--- src/rtl/epwm_pkg.sv ---
package epwm_pkg;

  localparam int unsigned EPWM_VAL_W = 16;

  typedef struct packed {
    logic [EPWM_VAL_W-1:0] rise;
    logic [EPWM_VAL_W-1:0] fall;
    logic [EPWM_VAL_W-1:0] base;
  } epwm_timing_t;

  typedef enum logic {
    CH_IDLE = 1'b0,
    CH_RUN  = 1'b1
  } ch_state_t;

endpackage

--- src/rtl/epwm_shadow.sv ---
module epwm_shadow
  import epwm_pkg::*;
#(
  parameter bit          WIDE  = 1'b1,
  parameter int unsigned REP_W = 16
) (
  input  logic               clk,
  input  logic               rst,
  input  logic [31:0]        timing_word,
  input  logic [23:0]        ext_word,
  input  logic               wr_timing,
  input  logic               wr_invert,
  input  logic [REP_W-1:0]   repeat_in,
  input  logic               wr_repeat,
  output epwm_timing_t       sh_timing,
  output logic               sh_invert,
  output logic [REP_W-1:0]   sh_repeat
);

  localparam int unsigned LO_W = 8;
  localparam int unsigned HI_W = EPWM_VAL_W - LO_W;
  localparam int unsigned INV_BIT = 28;
  localparam logic [EPWM_VAL_W-1:0] BASE_FLOOR = EPWM_VAL_W'(2);

  logic [HI_W-1:0] hi_rise, hi_fall, hi_base;
  logic [EPWM_VAL_W-1:0] in_rise, in_fall, in_base, base_fixed;
  logic unused_word_bits;

  generate
    if (WIDE) begin : g_wide
      assign hi_rise = ext_word[7:0];
      assign hi_fall = ext_word[15:8];
      assign hi_base = ext_word[23:16];
      assign unused_word_bits = ^{timing_word[31:29], timing_word[27:24]};
    end else begin : g_narrow
      assign hi_rise = '0;
      assign hi_fall = '0;
      assign hi_base = '0;
      assign unused_word_bits = ^{timing_word[31:29], timing_word[27:24], ext_word};
    end
  endgenerate

  assign in_rise = {hi_rise, timing_word[7:0]};
  assign in_fall = {hi_fall, timing_word[15:8]};
  assign in_base = {hi_base, timing_word[23:16]};
  assign base_fixed = (in_base < BASE_FLOOR) ? BASE_FLOOR : in_base;

  always_ff @(posedge clk) begin
    if (rst) begin
      sh_timing <= '{rise: '0, fall: '0, base: BASE_FLOOR};
      sh_invert <= 1'b0;
      sh_repeat <= '0;
    end else begin
      if (wr_timing) begin
        sh_timing.rise <= in_rise;
        sh_timing.fall <= in_fall;
        sh_timing.base <= base_fixed;
      end
      if (wr_invert) sh_invert <= timing_word[INV_BIT];
      if (wr_repeat) sh_repeat <= repeat_in;
    end
  end

  // stored base never below the floor
  assert_base_floor_R3: assert property (@(posedge clk) disable iff (rst)
    sh_timing.base >= BASE_FLOOR);

  // invert only moves on its own strobe
  assert_invert_hold_R4: assert property (@(posedge clk) disable iff (rst)
    !wr_invert |=> $stable(sh_invert));

endmodule

--- src/rtl/epwm_sequencer.sv ---
module epwm_sequencer
  import epwm_pkg::*;
#(
  parameter int unsigned REP_W = 16
) (
  input  logic                   clk,
  input  logic                   rst,
  input  logic                   tick,
  input  logic                   start,
  input  logic                   stop,
  input  logic                   load,
  input  epwm_timing_t           sh_timing,
  input  logic [REP_W-1:0]       sh_repeat,
  output epwm_timing_t           act_timing,
  output logic [EPWM_VAL_W-1:0]  cnt_q,
  output logic                   run_q,
  output logic                   done_q
);

  localparam logic [EPWM_VAL_W-1:0] ONE = EPWM_VAL_W'(1);
  localparam logic [REP_W-1:0]      REP_ONE = REP_W'(1);

  ch_state_t        state_q;
  logic [REP_W-1:0] act_repeat;
  logic [REP_W-1:0] periods_q;
  logic             pend_q;
  logic             at_end;
  logic             last_period;

  assign at_end      = (cnt_q == (act_timing.base - ONE));
  assign last_period = (act_repeat != '0) && ((periods_q + REP_ONE) == act_repeat);
  assign run_q       = (state_q == CH_RUN);

  always_ff @(posedge clk) begin
    if (rst) begin
      state_q    <= CH_IDLE;
      act_timing <= '{rise: '0, fall: '0, base: EPWM_VAL_W'(2)};
      act_repeat <= '0;
      periods_q  <= '0;
      cnt_q      <= '0;
      pend_q     <= 1'b0;
      done_q     <= 1'b0;
    end else begin
      done_q <= 1'b0;
      unique case (state_q)
        CH_IDLE: begin
          if (start) begin
            act_timing <= sh_timing;
            act_repeat <= sh_repeat;
            periods_q  <= '0;
            cnt_q      <= '0;
            pend_q     <= 1'b0;
            state_q    <= CH_RUN;
          end
        end
        CH_RUN: begin
          if (stop) begin
            state_q <= CH_IDLE;
            done_q  <= 1'b1;
            pend_q  <= 1'b0;
          end else begin
            if (load) pend_q <= 1'b1;
            if (tick) begin
              if (at_end) begin
                cnt_q <= '0;
                if (last_period) begin
                  state_q   <= CH_IDLE;
                  done_q    <= 1'b1;
                  periods_q <= '0;
                  pend_q    <= 1'b0;
                end else begin
                  if (act_repeat != '0) periods_q <= periods_q + REP_ONE;
                  if (pend_q || load) begin
                    act_timing <= sh_timing;
                    pend_q     <= 1'b0;
                  end
                end
              end else begin
                cnt_q <= cnt_q + ONE;
              end
            end
          end
        end
        default: state_q <= CH_IDLE;
      endcase
    end
  end

  // no tick, no count movement
  assert_hold_no_tick_R9: assert property (@(posedge clk) disable iff (rst)
    (run_q && !tick) |=> $stable(cnt_q));

  // count stays inside the period
  assert_cnt_in_period_R2: assert property (@(posedge clk) disable iff (rst)
    run_q |-> (cnt_q < act_timing.base));

  // active base never below two
  assert_active_base_R3: assert property (@(posedge clk) disable iff (rst)
    act_timing.base >= EPWM_VAL_W'(2));

  // done lasts one cycle
  assert_done_single_R6: assert property (@(posedge clk) disable iff (rst)
    done_q |=> !done_q);

  // done marks the end of a run
  assert_done_ends_run_R7: assert property (@(posedge clk) disable iff (rst)
    done_q |-> (!run_q && $past(run_q)));

  // idle start begins at count zero
  assert_start_zero_R10: assert property (@(posedge clk) disable iff (rst)
    (!run_q && start) |=> (run_q && cnt_q == '0));

endmodule

--- src/rtl/epwm_output.sv ---
module epwm_output
  import epwm_pkg::*;
(
  input  logic                  clk,
  input  logic                  rst,
  input  logic                  run,
  input  logic [EPWM_VAL_W-1:0] cnt,
  input  epwm_timing_t          act_timing,
  input  logic                  invert,
  output logic                  pwm_q
);

  logic in_window;

  assign in_window = run && (cnt >= act_timing.rise) && (cnt < act_timing.fall);

  always_ff @(posedge clk) begin
    if (rst) pwm_q <= 1'b0;
    else     pwm_q <= invert ^ in_window;
  end

  // an idle channel drives the inactive level
  assert_idle_level_R4: assert property (@(posedge clk) disable iff (rst)
    !$past(run) |-> (pwm_q == $past(invert)));

endmodule

--- src/rtl/edge_pwm_channel.sv ---
module edge_pwm_channel
  import epwm_pkg::*;
#(
  parameter bit          WIDE  = 1'b1,
  parameter int unsigned REP_W = 16
) (
  input  logic             clk,
  input  logic             rst,
  input  logic             tick,
  input  logic [31:0]      timing_word,
  input  logic [23:0]      ext_word,
  input  logic             wr_timing,
  input  logic             wr_invert,
  input  logic [REP_W-1:0] repeat_in,
  input  logic             wr_repeat,
  input  logic             start,
  input  logic             stop,
  input  logic             load,
  output logic             pwm_out,
  output logic             busy,
  output logic             done
);

  epwm_timing_t          sh_timing;
  epwm_timing_t          act_timing;
  logic                  sh_invert;
  logic [REP_W-1:0]      sh_repeat;
  logic [EPWM_VAL_W-1:0] cnt;
  logic                  run;

  epwm_shadow #(.WIDE(WIDE), .REP_W(REP_W)) u_shadow (
    .clk         (clk),
    .rst         (rst),
    .timing_word (timing_word),
    .ext_word    (ext_word),
    .wr_timing   (wr_timing),
    .wr_invert   (wr_invert),
    .repeat_in   (repeat_in),
    .wr_repeat   (wr_repeat),
    .sh_timing   (sh_timing),
    .sh_invert   (sh_invert),
    .sh_repeat   (sh_repeat)
  );

  epwm_sequencer #(.REP_W(REP_W)) u_seq (
    .clk        (clk),
    .rst        (rst),
    .tick       (tick),
    .start      (start),
    .stop       (stop),
    .load       (load),
    .sh_timing  (sh_timing),
    .sh_repeat  (sh_repeat),
    .act_timing (act_timing),
    .cnt_q      (cnt),
    .run_q      (run),
    .done_q     (done)
  );

  epwm_output u_out (
    .clk        (clk),
    .rst        (rst),
    .run        (run),
    .cnt        (cnt),
    .act_timing (act_timing),
    .invert     (sh_invert),
    .pwm_q      (pwm_out)
  );

  assign busy = run;

endmodule

--- config.mk ---
export PLATFORM = sky130hd
export DESIGN_NAME = edge_pwm_channel
export DESIGN_NICKNAME = d
export VERILOG_FILES = /design/src/rtl/epwm_pkg.sv /design/src/rtl/epwm_shadow.sv /design/src/rtl/epwm_sequencer.sv /design/src/rtl/epwm_output.sv /design/src/rtl/edge_pwm_channel.sv
export SDC_FILE = /design/constraint.sdc
export NUM_CORES = 1
export LEC_CHECK = 0
export BUFFER_PORTS_ARGS = -buffer_cell sky130_fd_sc_hd__buf_4
export CORE_MARGIN = 2
export CORE_UTILIZATION = 54
export DETAILED_ROUTE_END_ITERATION = 8
export GPL_ROUTABILITY_DRIVEN = 0
export PLACE_DENSITY_LB_ADDON = 0.08
export SETUP_SLACK_MARGIN = 0.4
export SYNTH_ARGS = -nofsm -noshare
export SYNTH_HDL_FRONTEND = slang
export SYNTH_SLANG_ARGS = --single-unit
--- constraint.sdc ---
create_clock -name clk -period 2.6 [get_ports clk]
set_input_delay 0.13 -clock clk [delete_from_list [all_inputs] [get_ports clk]]
set_output_delay 0.13 -clock clk [all_outputs]
set_load 0.005 [all_outputs]
==> flow_metrics.py <==
metrics = {
    "die": {
        "die_y_um": 130,
        "core-area_um2": 15700,
        "die_area_um2": 16900,
        "die_width_um": 130,
        "initial_core_util_pct": 54.7,
        "num_rows": 46,
        "ios": 84,
    },
    "logic_synthesis": {
        "syn_nets": 1079,
        "yosys_warnings": 0,
        "synthArstFlopShare_pct": 0,
        "syn_area_per_cell_um2": 8.92,
        "seq_area_frac_synth_pct": 38.4,
        "synth_cell_types": 63,
        "synth.top_cell.area_share_pct": 38.4,
        "synthTopCellsByArea": "dfxtp_1, mux2i_1, nand2b_1",
        "netlist_area_um2": 8600,
        "synth-main-ff-cell": "dfxtp_1",
        "syn_inst": 964,
        "synth-edff-count": 0,
        "yosysTopAreaCell": "dfxtp_1",
        "synth-seq-cells": 165,
    },
    "critical_path": {
        "cp_top_family": "simple AND/OR/NAND/NOR gates",
        "r2r_setup_slack_ps": -260,
        "crit_top_cell": "or4_4",
        "crit_path_start_kind": "flip-flop",
        "crit_fanout": 8,
        "required_ps": 2950,
        "path_cells": "or4_4 -> or4_4 -> a21oi_4 -> o211ai_1 -> nor2_2 -> nand4_1 -> o31ai_4 -> buf_6 -> buf_12 -> mux2i_1",
        "cp_data_arrival_time_ps": 3210,
        "critPathMaxStageDelay_ps": 530,
        "crit_type": "flip-flop to flip-flop",
        "worstSetupEndpointType": "flip-flop",
        "slowest_stage": "or4_4",
        "crit_buf_inv": 2,
    },
    "global_route": {
        "track_usage_pct": 26.1,
        "grt_pass1_vias": 7153,
        "grt_max_degree": 152,
        "grt_overflow": 0,
        "grt_first_pass_wirelength_um": 35000,
        "antenna_found_initial": 0,
    },
    "placed_design": {
        "hpwlAfterDp_um": 14200,
        "place_ws_ps": -368,
        "portBuffers": 76,
        "postPlaceCellArea_um2": 9950,
    },
    "routing": {
        "vias": 7609,
        "dr.pass1.iters": 6,
        "drtIter0Drc": 483,
        "wl_per_cell_um": 16.0,
        "via_per_inst": 5.41,
        "ant_nets": 0,
        "drt-total-wl_um": 22400,
        "route.detailed.drc": 0,
    },
    "finish": {
        "drive_above_1_share_pct": 24.5,
        "final_common_cell": "buf_4",
        "layout_common_cells": "buf_4, dfxtp_1, mux2i_1",
        "fillCellCount": 1149,
        "antenna_cells": 0,
        "num-nets-final": 1293,
        "area_delta_synth_final_pct": 36.8,
        "final_area_um2": 11800,
    },
    "min_path": {
        "holdCritPathClass": "input pin to flip-flop",
    },
    "clock_tree": {
        "cts.sinks": 165,
        "path_clk_slew_ps": 70,
        "htree_levels": 4,
        "clock_latency_ps": 440,
        "cts_tree": "yes",
        "cts_buffers": 17,
        "ctsRootBufferMaster": "clkbuf_16",
        "cts_buffer_depth": 2,
    },
    "power_and_ir_drop": {
        "power_density_nw_per_um2": 528,
        "p_total_w": 0.00620,
        "peakVddDrop_uv": 491,
        "p_leak_nw": 4.87,
    },
    "sta": {
        "tightest_slew_ps": 781,
        "slew_violations": 0,
        "skew_ps": 9.02,
        "finalWorstSetupSlack_ps": -259,
        "finalSetupTns_ps": -14550,
        "period_needed_ps": 2860,
        "hold_violations": 0,
        "rsz0062_at_grt": "yes",
        "setup_viol": 81,
        "fmax_mhz": 350,
        "whs_ps": 52.9,
        "timing.final.crit_share_pct": 110,
        "slew-limit-headroom_pct": 47.9,
    },
    "run": {
        "maxCapViolations": 0,
    },
    "outcome": {
        "outcome": "finished, violations left",
        "violations": "negative setup slack",
    },
}
==> path summary, 6_finish.rpt <==
kind / startpoint / end / cells after the start
max: u_seq.act_timing[1]$_SDFFE_PP1P_ / u_seq.act_timing[16]$_SDFFE_PP0P_ / 10
min: start / u_seq.pend_q$_SDFFE_PP0P_ / 4
max reg2reg: u_seq.act_timing[1]$_SDFFE_PP1P_ / u_seq.act_timing[16]$_SDFFE_PP0P_ / 10
min reg2reg: u_shadow.sh_repeat[14]$_SDFFE_PP0P_ / u_seq.act_repeat[14]$_SDFFE_PP0P_ / 2
==> stage by stage <==
| step | cells | utilization, % |
|---|---|---|
| after global placement | 1289 | 63.3 |
| after detailed placement | 1289 | 63.3 |
| final | 1407 | 74.9 |
| after global routing | 1407 | 74.9 |
| after CTS | 1396 | 72.5 |
| after floorplan | 964 | - |
==> cell usage after synthesis (all sizes together), types with 2 or more instances <==
cell    number
dfxtp      165
mux2i      113
nor2       103
nand2b     100
nand2       57
clkbuf      42
inv         42
a21oi       36
ha          34
xnor2       32
nand3       23
o21ai       23
nand4       19
xor2        18
nor4        17
buf         12
o31ai       12
nor3        11
a21o        10
and3        10
a31oi        8
and4         8
nor2b        8
nor3b        7
o211ai       5
o22ai        5
a211o        4
a211oi       4
a311oi       3
a41oi        3
and2         3
or4          3
a22o         2
o21bai       2
o311ai       2
o41ai        2
or2          2
or3          2
==> sequential cells by signal (all words and copies together), names as in the netlist <==
name                count
u_seq.act_repeat       16
u_seq.cnt_q            16
u_seq.act_timing       48
u_shadow.sh_repeat     16
u_out.pwm_q             1
u_seq.periods_q        16
u_shadow.sh_timing     48
u_seq.done_q            1
u_seq.run_q             1
u_seq.pend_q            1
u_shadow.sh_invert      1
==> kinds of logic (layout without fill, tap and decap cells) <==
group                    after synthesis  after routing  synth area share (%)
AO/OA/AOI/OAI                        128            128                  10.3
XOR/XNOR                              50             50                  5.09
adder cells (fa/ha/maj)               34             34                  4.95
buffers and inverters                 96            323                  4.66
flip-flops                           165            165                  38.4
multiplexers                         113            113                  13.2
AND/OR/NAND/NOR                      378            378                  23.4
==> repair_timing <==
item / 4_1_cts / 5_1_grt
gates cloned: 2 / 3
setup buffers: 5 / 8
hold buffers: 68 / 0
gates resized for setup: 33 / 55
pin swaps: 10 / 25
setup endpoints to repair: 84 / 84
endpoints found under the hold margin: 66 / 0
==> layout make-up <==
type	count	area [um^2]	share of cell area (%)
Clock buffer	18	439	3.73
Multi-Input combinational cell	703	5200	44.2
Inverter	42	158	1.34
Tap cell	216	270	2.30
Sequential cell	165	3330	28.3
Timing Repair Buffer	249	2200	18.7
Clock inverter	14	164	1.39
==> power breakdown <==
part | switching [W] | leakage, nW | internal (W)
logic | 0.000419 | 3.22 | 0.000482
clock network | 0.00114 | 0.297 | 0.00147
registers | 0.0000694 | 1.35 | 0.00263
total | 0.00162 | 4.87 | 0.00458
==> worst min-delay path: cells and delay by family <==
| family | cells | cell delay (ps) |
|---|---|---|
| compound gates | 2 | 170 |
| buf+inv | 1 | 100 |
| simple gates | 1 | 40 |
==> metal layers <==
| layer | vias to the layer above | wire, um | global-route usage (%) |
|---|---|---|---|
| met5 | - | 0 | 0 |
| met4 | 0 | 329 | 8.10 |
| met3 | 31 | 947 | 5.04 |
| met2 | 176 | 10600 | 42.4 |
| met1 | 3618 | 10600 | 35.1 |
| li1 | 3784 | - | - |
(Power assumes the default switching activity.)
